[config.mk]
export PLATFORM = sky130hd
export DESIGN_NAME = eeprom_seq_reader
export DESIGN_NICKNAME = d
export VERILOG_FILES = /design/src/rtl/eeprom_rd_pkg.sv /design/src/rtl/eeprom_half_timer.sv /design/src/rtl/eeprom_shift_path.sv /design/src/rtl/eeprom_seq_reader.sv
export SDC_FILE = /design/constraint.sdc
export NUM_CORES = 1
export LEC_CHECK = 0
export BUFFER_PORTS_ARGS = -buffer_cell sky130_fd_sc_hd__buf_4
export CAP_MARGIN = 20
export CORE_MARGIN = 3
export CORE_UTILIZATION = 55
export CTS_CLUSTER_DIAMETER = 40
export CTS_CLUSTER_SIZE = 40
export DETAILED_ROUTE_END_ITERATION = 8
export GPL_ROUTABILITY_DRIVEN = 0
export PLACE_DENSITY_LB_ADDON = 0.12
export SLEW_MARGIN = 20
export SYNTH_ARGS = -nofsm -noshare
export SYNTH_HDL_FRONTEND = slang
export SYNTH_SLANG_ARGS = --single-unit
[constraint.sdc]
create_clock -name clk -period 3.3 [get_ports clk]
set_clock_uncertainty 0.15 [all_clocks]
set_input_delay 0.66 -clock clk [delete_from_list [all_inputs] [get_ports clk]]
set_output_delay 0.66 -clock clk [all_outputs]
set_load 0.02 [all_outputs]
[src/rtl/eeprom_rd_pkg.sv]
package eeprom_rd_pkg;

  typedef enum logic [1:0] {
    ST_IDLE = 2'd0,
    ST_PRE  = 2'd1,
    ST_XFER = 2'd2,
    ST_GAP  = 2'd3
  } rd_state_e;

  localparam int OPC_W  = 8;
  localparam int DATA_W = 8;

  localparam logic [OPC_W-1:0] OPC_READ = 8'h03;
  localparam logic [OPC_W-1:0] OPC_STAT = 8'h05;

endpackage

[src/rtl/eeprom_half_timer.sv]
module eeprom_half_timer #(
  parameter int HALF_CYC = 500
) (
  input  logic clk,
  input  logic rst_n,
  input  logic run,
  output logic tick
);

  localparam int CW = (HALF_CYC > 1) ? $clog2(HALF_CYC) : 1;

  logic [CW-1:0] ctr_q, ctr_d;

  assign tick = run && (ctr_q == CW'(HALF_CYC - 1));

  always_comb begin
    ctr_d = ctr_q;
    if (!run || tick) begin
      ctr_d = '0;
    end else begin
      ctr_d = ctr_q + 1'b1;
    end
  end

  always_ff @(posedge clk or negedge rst_n) begin
    if (!rst_n) begin
      ctr_q <= '0;
    end else begin
      ctr_q <= ctr_d;
    end
  end

endmodule

[src/rtl/eeprom_shift_path.sv]
module eeprom_shift_path #(
  parameter int OUT_W       = 16,
  parameter int SYNC_STAGES = 2
) (
  input  logic             clk,
  input  logic             rst_n,
  input  logic             load,
  input  logic [OUT_W-1:0] load_word,
  input  logic             shift_out,
  input  logic             sample,
  input  logic             miso_i,
  output logic             mosi_o,
  output logic [7:0]       in_byte
);

  logic [OUT_W-1:0] out_q, out_d;
  logic [7:0]       in_q, in_d;
  logic             miso_s;

  generate
    if (SYNC_STAGES <= 1) begin : g_sync_one
      logic s_q;
      always_ff @(posedge clk or negedge rst_n) begin
        if (!rst_n) s_q <= 1'b0;
        else        s_q <= miso_i;
      end
      assign miso_s = s_q;
    end else begin : g_sync_multi
      logic [SYNC_STAGES-1:0] s_q;
      always_ff @(posedge clk or negedge rst_n) begin
        if (!rst_n) s_q <= '0;
        else        s_q <= {s_q[SYNC_STAGES-2:0], miso_i};
      end
      assign miso_s = s_q[SYNC_STAGES-1];
    end
  endgenerate

  always_comb begin
    out_d = out_q;
    if (load) begin
      out_d = load_word;
    end else if (shift_out) begin
      out_d = {out_q[OUT_W-2:0], 1'b0};
    end
  end

  always_comb begin
    in_d = in_q;
    if (sample) begin
      in_d = {in_q[6:0], miso_s};
    end
  end

  always_ff @(posedge clk or negedge rst_n) begin
    if (!rst_n) begin
      out_q <= '0;
      in_q  <= '0;
    end else begin
      out_q <= out_d;
      in_q  <= in_d;
    end
  end

  assign mosi_o  = out_q[OUT_W-1];
  assign in_byte = in_q;

endmodule

[src/rtl/eeprom_seq_reader.sv]
module eeprom_seq_reader
  import eeprom_rd_pkg::*;
#(
  parameter int HALF_CYC    = 500,
  parameter int ADDR_W      = 8,
  parameter int CNT_W       = 8,
  parameter int SYNC_STAGES = 2
) (
  input  logic              clk,
  input  logic              rst_n,
  input  logic              start,
  input  logic              status_mode,
  input  logic [ADDR_W-1:0] start_addr,
  input  logic [CNT_W-1:0]  byte_count,
  output logic              ee_cs_n,
  output logic              ee_sck,
  output logic              ee_mosi,
  input  logic              ee_miso,
  output logic              rd_valid,
  output logic [7:0]        rd_data,
  output logic              busy,
  output logic              done
);

  localparam int OUT_W    = OPC_W + ADDR_W;
  localparam int TOT_BITS = OUT_W + DATA_W;
  localparam int BW       = $clog2(TOT_BITS);

  rd_state_e         st_q, st_d;
  logic [1:0]        ph_q, ph_d;
  logic [BW-1:0]     bit_q, bit_d;
  logic [CNT_W-1:0]  left_q, left_d;
  logic [ADDR_W-1:0] addr_q, addr_d;
  logic              stat_q, stat_d;
  logic              sck_q, sck_d;
  logic              cs_n_q, cs_n_d;
  logic              valid_q, valid_d;
  logic              done_q, done_d;
  logic [7:0]        data_q, data_d;

  logic              tick;
  logic              load, shift_out, sample;
  logic [OUT_W-1:0]  load_word;
  logic [7:0]        in_byte;
  logic [BW-1:0]     first_in, last_bit;

  eeprom_half_timer #(.HALF_CYC(HALF_CYC)) u_timer (
    .clk   (clk),
    .rst_n (rst_n),
    .run   (st_q != ST_IDLE),
    .tick  (tick)
  );

  eeprom_shift_path #(.OUT_W(OUT_W), .SYNC_STAGES(SYNC_STAGES)) u_shift (
    .clk       (clk),
    .rst_n     (rst_n),
    .load      (load),
    .load_word (load_word),
    .shift_out (shift_out),
    .sample    (sample),
    .miso_i    (ee_miso),
    .mosi_o    (ee_mosi),
    .in_byte   (in_byte)
  );

  // Bit window of the returned byte depends on whether an address phase exists.
  assign first_in  = stat_q ? BW'(OPC_W)              : BW'(OUT_W);
  assign last_bit  = stat_q ? BW'(OPC_W + DATA_W - 1) : BW'(TOT_BITS - 1);
  assign load_word = stat_q ? {OPC_STAT, {ADDR_W{1'b0}}} : {OPC_READ, addr_q};

  always_comb begin
    st_d      = st_q;
    ph_d      = ph_q;
    bit_d     = bit_q;
    left_d    = left_q;
    addr_d    = addr_q;
    stat_d    = stat_q;
    sck_d     = sck_q;
    cs_n_d    = cs_n_q;
    data_d    = data_q;
    valid_d   = 1'b0;
    done_d    = 1'b0;
    load      = 1'b0;
    shift_out = 1'b0;
    sample    = 1'b0;

    unique case (st_q)
      ST_IDLE: begin
        if (start) begin
          if (!status_mode && (byte_count == '0)) begin
            done_d = 1'b1;
          end else begin
            st_d   = ST_PRE;
            ph_d   = 2'd0;
            sck_d  = 1'b1;
            cs_n_d = 1'b1;
            stat_d = status_mode;
            addr_d = start_addr;
            left_d = status_mode ? CNT_W'(1) : byte_count;
          end
        end
      end

      ST_PRE: begin
        if (tick) begin
          if (ph_q == 2'd3) begin
            st_d   = ST_XFER;
            ph_d   = 2'd0;
            bit_d  = '0;
            cs_n_d = 1'b0;
            sck_d  = 1'b0;
            load   = 1'b1;
          end else begin
            ph_d  = ph_q + 2'd1;
            sck_d = ph_q[0];
          end
        end
      end

      ST_XFER: begin
        if (tick) begin
          if (ph_q == 2'd0) begin
            ph_d   = 2'd1;
            sck_d  = 1'b1;
            sample = (bit_q >= first_in);
          end else begin
            sck_d     = 1'b0;
            shift_out = 1'b1;
            if (bit_q == last_bit) begin
              st_d    = ST_GAP;
              ph_d    = 2'd0;
              cs_n_d  = 1'b1;
              valid_d = 1'b1;
              data_d  = in_byte;
              left_d  = left_q - 1'b1;
              addr_d  = addr_q + 1'b1;
            end else begin
              bit_d = bit_q + 1'b1;
              ph_d  = 2'd0;
            end
          end
        end
      end

      ST_GAP: begin
        if (tick) begin
          if (ph_q == 2'd0) begin
            ph_d = 2'd1;
          end else if (left_q == '0) begin
            st_d   = ST_IDLE;
            done_d = 1'b1;
          end else begin
            st_d   = ST_XFER;
            ph_d   = 2'd0;
            bit_d  = '0;
            cs_n_d = 1'b0;
            load   = 1'b1;
          end
        end
      end

      default: st_d = ST_IDLE;
    endcase
  end

  always_ff @(posedge clk or negedge rst_n) begin
    if (!rst_n) begin
      st_q    <= ST_IDLE;
      ph_q    <= 2'd0;
      bit_q   <= '0;
      left_q  <= '0;
      addr_q  <= '0;
      stat_q  <= 1'b0;
      sck_q   <= 1'b0;
      cs_n_q  <= 1'b1;
      valid_q <= 1'b0;
      done_q  <= 1'b0;
      data_q  <= '0;
    end else begin
      st_q    <= st_d;
      ph_q    <= ph_d;
      bit_q   <= bit_d;
      left_q  <= left_d;
      addr_q  <= addr_d;
      stat_q  <= stat_d;
      sck_q   <= sck_d;
      cs_n_q  <= cs_n_d;
      valid_q <= valid_d;
      done_q  <= done_d;
      data_q  <= data_d;
    end
  end

  assign ee_cs_n  = cs_n_q;
  assign ee_sck   = sck_q;
  assign rd_valid = valid_q;
  assign rd_data  = data_q;
  assign busy     = (st_q != ST_IDLE);
  assign done     = done_q;

endmodule

; ---- Yosys cells after proc, flatten, opt, wreduce, memory -nomap -nowiden
; Index checks and enable logic that the tools add are counted.
[classes]
n_eq_ne = 18
muxes = 87
order_cmp = 1
reduce_logical = 22
bitwise_logic = 2
n_addsub = 5
[ops]
columns = operator, n
row1 = 8-bit two-way mux, 11
row2 = 5-bit two-way mux, 10
row3 = 2-bit two-way mux, 18
row4 = 1-bit two-way mux, 35
row5 = 16-bit two-way mux, 2
row6 = 8-bit case mux with 2 select lines, 2
row7 = 9-bit AND reduction, 2
row8 = 8-bit logical NOT, 2
row9 = "2-bit != test, second input constant", 8
row10 = 2-bit case mux with 4 select lines, 2
row11 = 5-bit case mux with 3 select lines, 1
row12 = 6-bit AND reduction, 2
row13 = 11-bit two-way mux, 1
row14 = 10-bit AND reduction, 1
row15 = "9-bit by 1-bit adder with 9-bit output, second input constant", 1
row16 = "9-bit == test, second input constant", 1
row17 = 9-bit two-way mux, 1
row18 = "8-bit by 1-bit adder with 8-bit output, second input constant", 1
row19 = "8-bit by 1-bit subtractor with 8-bit output, second input constant", 1
row20 = "2-bit == test, second input constant", 3
row21 = "2-bit by 1-bit != test with 1-bit output, second input constant", 3
row22 = 2-bit nonzero test, 3
row23 = 3-bit nonzero test, 2
row24 = "5-bit by 1-bit adder with 5-bit output, second input constant", 1
row25 = other kinds (16), 21
[totals]
word_cells = 150
input_bits = 21
reg_bits = 73

; ---- Logic depth before layout (Yosys ltp)
; Gate-level depths: netlist of run 1.
[depth]
depth_word = 6
mapped_depth = 9

; ---- By module
; A second synthesis of run 1 with hierarchy kept.
[hier_totals]
hier_cells = 424
area_unflattened_um2 = 4082.7
[modules_own_cells]
columns = mod, cells_each, area_each_um2, instances
row1 = eeprom_seq_reader, 289, 2502.4, 1
row2 = eeprom_shift_path, 88, 1087.3, 1
row3 = eeprom_half_timer, 47, 493.0, 1

; ---- Least setup slack after synthesis of run 1
; Ideal clock, no wire load.
[synth_path]
path_kind = register to register
start = reg st_q[0]
end = reg addr_q[3]
arrival_time_ps = 2042
stages_incl_launch_ff = 9
setup_time_ps = 149
setup_slack_ps = 959
path_cell_list = dfrtp_1 inv_1 ha_1 or3b_4 nor4_4 or2b_2 and2_1 buf_4 a311oi_2
[synth_via]
elab_chain_cells = 4
elab_cells_between_ends = 12
classes_between = 6 x eq/ne / 1 x mux / 5 x reduce/logical
[synth_lines]
columns = element, line_no
row1 = from (decl), eeprom_seq_reader.sv:29  ; rd_state_e st_q, st_d;
row2 = from (signal assigned), eeprom_seq_reader.sv:180  ; st_q <= st_d;
row3 = 2-bit nonzero test, eeprom_seq_reader.sv:50  ; .run (st_q != ST_IDLE),
row4 = 1-bit logical AND, eeprom_half_timer.sv:14  ; assign tick = run && (ctr_q == CW'(HALF_CYC - 1));
row5 = 2-bit by 1-bit != test with 1-bit output (no source line), --
row6 = 6-bit AND reduction (no source line), --
row7 = to (signal assigned), eeprom_seq_reader.sv:184  ; addr_q <= addr_d;
row8 = to (decl), eeprom_seq_reader.sv:33  ; logic [ADDR_W-1:0] addr_q, addr_d;
; Several ways; a longest one is shown, not always the timed one.
; A chain may end at the register's enable or synchronous reset.

; ---- Worst setup path in the final report of run 1
; Same ends and word-level chain as after synthesis.

==> results of run 1 <==
[through the flow]
| step | util | hold WS [ns] |
|---|---|---|
| 5_1_grt | 0.6475 | 0.2171 |
| 2_1_floorplan | - | 0.1812 |
| 3_5_place_dp | 0.6202 | 0.1910 |
| 6_report | 0.6475 | 0.2068 |
| 4_1_cts | 0.6475 | 0.2052 |
| 3_3_place_gp | 0.6202 | 0.1878 |
[path summary, 6_finish.rpt]
kind	from	to	slack, ns	cells past startpoint
worst max-delay path	st_q[0]	addr_q[3]	0.53	8
worst min-delay path	u_shift.g_sync_multi.s_q[0]	u_shift.g_sync_multi.s_q[1]	0.21	0
worst max register to register	st_q[0]	addr_q[3]	0.53	8
worst min register to register	u_shift.g_sync_multi.s_q[0]	u_shift.g_sync_multi.s_q[1]	0.21	0
max in group asynchronous	rst_n	left_q[6]	2.15	1
min in group asynchronous	rst_n	rd_valid	0.29	1
[sequential cells by signal (all words and copies together), names as in the netlist, 2 cells and up]
register and flops:
u_shift.g_sync_multi.s_q 2, addr_q 8, u_shift.in_byte 8, u_shift.out_q 16, ph_q 2, left_q 8, bit_q 5, rd_data 8
st_q 2, u_timer.ctr_q 9
[metal layers]
metal | part of all wire | GRT usage
met1 | 0.47 | 0.3237
met2 | 0.46 | 0.3242
met3 | 0.050 | 0.04333
met4 | 0.012 | 0.08163
met5 | 0 | 0
[cell usage after synthesis (all sizes together), types with 7 or more instances]
cell type  number  area [um2]
nand2          74       277.8
nor2           25       93.84
a21oi          21       105.1
nand3          12       60.06
mux2            9       101.3
inv            17       63.81
ha             14       175.2
and3            8       50.05
o21ai          17       85.08
clkbuf         12       45.04
nor3           17       90.09
dfrtp          72        1802
buf             7       43.79
a31oi          22       137.6
[area by class of cell]
cell class / instances / area, um2
clock buffer: 11 / 131.4
clock inverter: 5 / 56.30
fill: 602 / 2421
inverter: 18 / 67.56
multi-input combinational: 305 / 1937
sequential: 73 / 1828
tap: 96 / 120.1
timing repair buffer: 41 / 307.8
[cell families (layout without fill, tap and decap cells)]
family | count (synthesis) | count (layout)
xor+xnor | 7 | 7
simple gates | 171 | 171
flops | 73 | 73
mux | 12 | 12
fa+ha+maj | 14 | 14
buf+inv | 37 | 75
compound gates | 101 | 101
[worst max-delay path: stages, from the launching register on]
cell and delay, ns:
dfrtp_1 0.43, inv_1 0.09, ha_1 0.31, or3b_4 0.45, nor4_4 0.13, buf_4 0.22
or2b_2 0.29, and2_1 0.41, a311oi_2 0.15
[power groups by stage]
stage          Clock [mW]  Sequential (mW)  Combinational (mW)
3_5_place_dp            0             1.31                1.30
3_3_place_gp            0             1.30                1.28
6_report            0.694             1.30                1.32
5_1_grt             0.748             1.33                1.48
2_1_floorplan           0             1.27                1.01
4_1_cts             0.704             1.29                1.31
[placed cells by master (no fill, tap or decap), types with 5 or more instances in the layout]
master    instances
a21oi_1          21
clkbuf_8          9
dfrtp_1          72
nor2_1           25
inv_1            16
buf_4            41
nor2b_1           6
a31oi_1          22
mux2_2            5
a21boi_1          5
o21ai_1           9
a211oi_2          5
nor3_1           16
or3_1             5
nand3_1          12
nand2_1          74
ha_1             14
o21ai_0           8
and3_1            8
==> impl_metrics.toml, run 1 <==
[floorplanning]
start_util = 0.5709
die_h_um = 90.44
pin_count = 35
die-area_um2 = 8178
coreArea_um2 = 6869
rows = 30
die_w_um = 90.44

[sta]
finalSetupViolCount = 0
final.setup.tns_ns = 0
slew_violations = 0
rsz0062_at_grt = "false"
post-route-period-util = 0.8381
min_period_ns = 2.766
worst_slack_ns = 0.5342
relSlewSlack = 0.4069
tightestPinTransition_ns = 0.8897
fmax_mhz = 361.6
report.final.hold_viol_count = 0

[power_and_ir_drop]
internal_power_mw = 1.939
power.share.switching = 0.4146
pwr-share-seq = 0.393
ir_worst_vdd_mv = 0.5257
power_density_nw_per_um2 = 744.7
switchingPower_mw = 1.373
power_mw = 3.312
comb_power_share = 0.398
leakage_nw = 2.031
clkPwrFrac = 0.210

[route]
num_vias = 3196
final_antenna_net_count = 0
wirelength_um = 8795
routed_via_density = 5.821
drc = 0
wl_per_cell_um = 16.02
dr.pass1.iters = 4
drt_iter0_markers = 252

[clock_network]
cts.sinks = 73
htreeDepth = 3
numCtsBuffers = 9
post_cts_hold_buffer_count = 0
clk_path_buf_depth = 2
cts-resized-gates = 0
post-cts-setup-buffers = 0
clk_pin_slew_ns = 0.08
clkLatencyLatePin_ns = 0.35
clockRootBuffer = "clkbuf_8"
cts_tree = "yes"

[global_routing]
grt-ovfl-total = 0
grt_antenna_before_repair = 0
grt_pass1_vias = 2886
grt_pass1_wl_um = 14550
grtUsageTotal = 0.2207
grt_max_degree = 74

[synthesis]
syn_nets = 450
ys.warnings.count = 0
synth-simple-area-share = 0.2170
synth_fa_ha_area_frac = 0.04467
synth_cells = 415
synth.avg_cell_area_um2 = 9.449
async_reset_ff_frac = 1.000
synth_edf_count = 0
synth-compound-area-share = 0.1832
synth.distinct_cells = 65
ys_seq_area_frac = 0.4662
synth-xor-area-share = 0.01563
synth_top_family_by_area = "simple AND/OR/NAND/NOR gates"
netlist_area_um2 = 3921
synthMuxAreaShare = 0.03350
synthFlopType = "dfrtp_1"
synth-seq-cells = 73

[place]
dp_hpwl_um = 5869
placedCellCount = 533
io_buffers = 34
place_ws_ns = 0.5448
dpl_cell_area_um2 = 4260

[finish]
instances_no_fill = 549
nets = 483
antennaDiodeCount = 0
syn_to_final_growth_pct = 13.43
drive_above_1_share = 0.1700
stdcell_area_um2 = 4448

[critical_path]
cp.arrival_ns = 2.82
cp-end-kind = "flip-flop"
worst-setup-path-type = "flip-flop to flip-flop"
startpoint_type = "flip-flop"
crit_required_ns = 3.36
crit_fanout = 15

[job]
maxCapViolations = 0

[run_status]
outcome = "finished clean"

[worst_hold_path]
hold_class = "flip-flop to flip-flop"
No activity file was read; power rests on OpenSTA's default activity.
==> run 2: changes to the inputs <==
CORE_UTILIZATION = 54   (was 55)
clock period = 2.4 ns   (was 3.3 ns; I/O delays follow)
==> impl_metrics.toml, run 2 (synthesis gave the netlist of run 1 again) <==
[floorplanning]
coreArea_um2 = 6907
rows = 30
die-area_um2 = 8320
die_h_um = 91.22
die_w_um = 91.22
start_util = 0.5678
pin_count = 35

[finish]
fillers = 573
top_register = "u_shift.out_q"
regArea_um2 = 1828
antennaDiodeCount = 0
layout_common_cells = "nand2_1 (74), dfrtp_1 (72), buf_4 (68)"
reg_top3 = "u_shift.out_q x16, u_timer.ctr_q x9"
final_common_cell = "nand2_1"
nets = 513
syn_to_final_growth_pct = 20.04
largest_register_ffs = 16
multi_input_area_um2 = 1958
drive_above_1_share = 0.2298

[run_status]
outcome = "finished clean"

[clock_network]
clk_pin_slew_ns = 0.08
clkLatencyLatePin_ns = 0.34
numCtsBuffers = 9
htreeDepth = 3
clk_path_buf_depth = 2
clockRootBuffer = "clkbuf_8"
cts_tree = "yes"
cts.sinks = 73

[route]
drc = 0
met2_length_um = 4412
wl_met1_um = 3957
wl_per_cell_um = 15.35
routed_via_density = 5.698
wl_met3_um = 419
final_antenna_net_count = 0
drt_iter0_markers = 240
top_layer = "met4"
wirelength_um = 8889
num_vias = 3299
dr.pass1.iters = 4

[sta]
holdWs_ns = 0.09631
relSlewSlack = 0.5816
final.setup.tns_ns = 0
report.final.hold_viol_count = 0
post-route-period-util = 0.9430
min_period_ns = 2.263
tightestPinTransition_ns = 0.6233
fmax_mhz = 441.8
finalSetupViolCount = 0
slew_violations = 0

[global_routing]
grt_antenna_before_repair = 0
grt_pass1_wl_um = 15060
grt-ovfl-total = 0
grt_pass1_vias = 3174
grtUsageTotal = 0.2240
grt_max_degree = 42

[critical_path]
worst-setup-path-type = "flip-flop to flip-flop"
crit_fanout = 14
cp-end-kind = "flip-flop"
crit_required_ns = 2.50
cp.arrival_ns = 2.36
startpoint_type = "flip-flop"

[place]
io_buffers = 34
dp_hpwl_um = 6255

[power_and_ir_drop]
ir_worst_vdd_mv = 0.7293
leakage_nw = 2.193
power_density_nw_per_um2 = 986.0

[worst_hold_path]
hold_class = "input port to flip-flop"

[job]
maxCapViolations = 0
run 2: cell types whose count changed in the layout (fill, tap and decap cells not counted), sizes merged:
| cell | previous run | this run |
|---|---|---|
| clkinv | 4 | 5 |
| buf | 41 | 70 |
| bufinv | 1 | 0 |
| dlygate4sd3 | 0 | 1 |
run 2: worst max-delay path, stage by stage, from the launching register on:
cell and delay (ns):
dfrtp_1 0.40, inv_1 0.07, ha_1 0.22, or3b_4 0.40, nor4_4 0.27, or2b_2 0.20
buf_12 0.14, a31oi_1 0.09, a311oi_1 0.25
run 2: where the power goes:
group / total, mW / leakage (nW) / switching, mW / internal, mW
sequential: 1.77 / 0.955 / 0.275 / 1.49
clock: 0.860 / 0.0891 / 0.460 / 0.400
combinational: 2.01 / 1.15 / 1.18 / 0.837
run 2: cell type report:
class | count | share of cell area
clock buffers | 11 | 0.03004
clock inverters | 5 | 0.006645
inverters | 18 | 0.01435
multi-input cells | 305 | 0.4160
flip-flops and latches | 73 | 0.3884
well taps | 96 | 0.02552
repair buffers | 71 | 0.1191
run 2: per-stage QoR:
stage | setup WS [ns] | cells | area (um2) | util | total power [mW]
4_1_cts | 0.01464 | 571 | 4626 | 0.6697 | 4.636
3_5_place_dp | -0.01060 | 554 | 4443 | 0.6433 | 3.762
3_3_place_gp | 0.005434 | 554 | 4443 | 0.6433 | 3.691
6_report | 0.1367 | 579 | 4707 | 0.6815 | 4.641
2_1_floorplan | 0.05877 | 415 | 3921 | - | 3.127
5_1_grt | -0.01646 | 579 | 4707 | 0.6815 | 4.994
run 2: worst paths after layout:
check                                                 start                     endpoint  slack, ns  depth (start not counted)
worst max-delay path                                ph_q[0]                    left_q[5]       0.14                          8
worst min-delay path                                ee_miso  u_shift.g_sync_multi.s_q[0]        0.1                          1
worst max register to register                      ph_q[0]                    left_q[5]       0.14                          8
worst min register to register  u_shift.g_sync_multi.s_q[0]  u_shift.g_sync_multi.s_q[1]       0.21                          0
max in group asynchronous                             rst_n             u_shift.out_q[1]       1.07                          3
min in group asynchronous                             rst_n           u_shift.in_byte[5]       0.47                          2
run 2: routing by layer:
| metal | track usage | vias up |
|---|---|---|
| li1 | - | 1614 |
| met1 | 0.3025 | 1584 |
| met2 | 0.3611 | 90 |
| met3 | 0.05800 | 11 |
| met4 | 0.05528 | 0 |
| met5 | 0 | - |
run 2: timing repair:
item / CTS / global route
setup endpoints to repair: 0 / 21
hold endpoints to repair: 31 / 0
gates resized for setup: 0 / 5
setup buffers: 0 / 8
hold buffers: 1 / 0
==> run 3: changes to the inputs <==
PLACE_DENSITY = 0.78   (was not set)
PLACE_DENSITY_LB_ADDON = not set   (was 0.12)
==> impl_metrics.toml, run 3 (synthesis gave the netlist of run 1 again) <==
[route]
wl_per_cell_um = 15.39
final_antenna_net_count = 0
wirelength_um = 8803
dr.pass1.iters = 5
drt_iter0_markers = 270
num_vias = 3329
routed_via_density = 5.820
drc = 0

[power_and_ir_drop]
power.share.switching = 0.3998
switchingPower_mw = 1.957
pwr-share-seq = 0.364
leakage_nw = 2.185
comb_power_share = 0.412
clkPwrFrac = 0.224
power_density_nw_per_um2 = 1034
power_mw = 4.893
internal_power_mw = 2.937
ir_worst_vdd_mv = 0.7845

[sta]
finalSetupViolCount = 0
tightestPinTransition_ns = 0.6261
rsz0062_at_grt = "false"
report.final.hold_viol_count = 0
post-route-period-util = 0.9571
slew_violations = 0
relSlewSlack = 0.5798
fmax_mhz = 435.4
final.setup.tns_ns = 0
min_period_ns = 2.297
worst_slack_ns = 0.1030

[critical_path]
cp-end-kind = "flip-flop"
crit_fanout = 7
crit_required_ns = 2.50
path_buf_inv = 2
critical_path.cell_chain = "inv_1 -> ha_2 -> or3b_4 -> nor2_2 -> o22a_2 -> buf_4 -> a31oi_1 -> a311oi_1"
critPathTopFamily = "simple AND/OR/NAND/NOR gates"
crit_path_max_incr_delay_ns = 0.43
reg2reg_setup_slack_ns = 0.10
cp.arrival_ns = 2.40
cpMaxStageDelayCell = "or3b_4"
r2r-start = "st_q[0]"
reg2regPathDepth = 8
timing.rr.end = "left_q[5]"
worst-setup-path-type = "flip-flop to flip-flop"
startpoint_type = "flip-flop"

[finish]
syn_to_final_growth_pct = 20.64
instances_no_fill = 572
top_register = "u_shift.out_q"
stdcell_area_um2 = 4731
largest_register_ffs = 16
layout_common_cells = "nand2_1 (74), dfrtp_1 (71), buf_4 (59)"
reg_top3 = "u_shift.out_q x16, u_timer.ctr_q x9"
antennaDiodeCount = 0
nets = 506
final_common_cell = "nand2_1"
drive_above_1_share = 0.2311

[floorplanning]
coreArea_um2 = 6907
die-area_um2 = 8320
pin_count = 35
start_util = 0.5678
rows = 30
die_w_um = 91.22
die_h_um = 91.22

[place]
placedCellCount = 552
dpl_cell_area_um2 = 4428
dp_hpwl_um = 6205
place_ws_ns = -0.2813
io_buffers = 34

[global_routing]
grt_pass1_wl_um = 14830
grt_pass1_vias = 3166
grtUsageTotal = 0.2212
grt-ovfl-total = 0
grt_antenna_before_repair = 0
grt_max_degree = 52

[clock_network]
clk_path_buf_depth = 2
htreeDepth = 3
clkLatencyLatePin_ns = 0.35
numCtsBuffers = 9
clk_pin_slew_ns = 0.08
cts_tree = "yes"
cts.sinks = 73
clockRootBuffer = "clkbuf_8"

[worst_hold_path]
holdPathEnd = "u_shift.g_sync_multi.s_q[0]"
hold_path.startpoint = "ee_miso"
hold_class = "input port to flip-flop"
hold_depth = 1

[run_status]
outcome = "finished clean"

[job]
maxCapViolations = 0
-- run 3: changes by cell type in the layout (fill, tap and decap cells not counted), moves of 2 or more --
cell / before / now
bufinv_16: 0 / 2
buf_6: 0 / 2
buf_4: 68 / 59
inv_6: 0 / 3
clkinv_2: 3 / 1
-- run 3: metrics by stage --
step,hold slack [ns],util
floorplan,0.03441,-
global placement,0.1875,0.6411
detailed placement,0.1942,0.6411
CTS,0.07110,0.6781
global route,0.05913,0.6850
finish,0.08203,0.6850
-- run 3: how the worst max path moves through the flow --
stage / to / slack (ns) / depth (start not counted) / startpoint
floorplan: addr_q[3] / 0.06 / 8 / st_q[0]
global placement: left_q[2] / -0.15 / 6 / byte_count[6]
detailed placement: left_q[2] / -0.28 / 6 / byte_count[6]
CTS: left_q[5] / 0.009 / 8 / st_q[0]
global route: bit_q[3] / 0.005 / 8 / bit_q[4]
finish: left_q[5] / 0.10 / 8 / st_q[0]
-- run 3: power by group through the flow --
stage,sequential (mW),clock [mW],combinational (mW)
after floorplan,1.74,0,1.39
after global placement,1.77,0,1.84
after detailed placement,1.79,0,1.91
after CTS,1.77,1.11,1.94
after global routing,1.82,1.17,2.24
final,1.78,1.10,2.02
-- run 3: final cells by class --
class,count,area [um2]
Clock buffer,9,123.9
Clock inverter,7,100.1
Fill cell,567,2176
Inverter,18,67.56
Multi-Input combinational cell,305,1974
Sequential cell,73,1829
Tap cell,96,120.1
Timing Repair Buffer,64,515.5
-- run 3: layer usage --
layer  share of wire  track usage  vias to the layer above
met5               0            0                        -
met4           0.015      0.08040                        0
met3           0.053      0.04308                       11
met2            0.48       0.3519                       98
met1            0.45       0.3016                     1610
li1                -            -                     1610
-- run 3: what timing repair did --
action | in CTS | in global routing
hold endpoints to repair | 36 | 0
setup endpoints to repair | 16 | 15
hold buffers | 1 | 0
resized for setup | 4 | 8
cloned | 0 | 0
pin swaps | 0 | 2
buffers inserted | 0 | 3
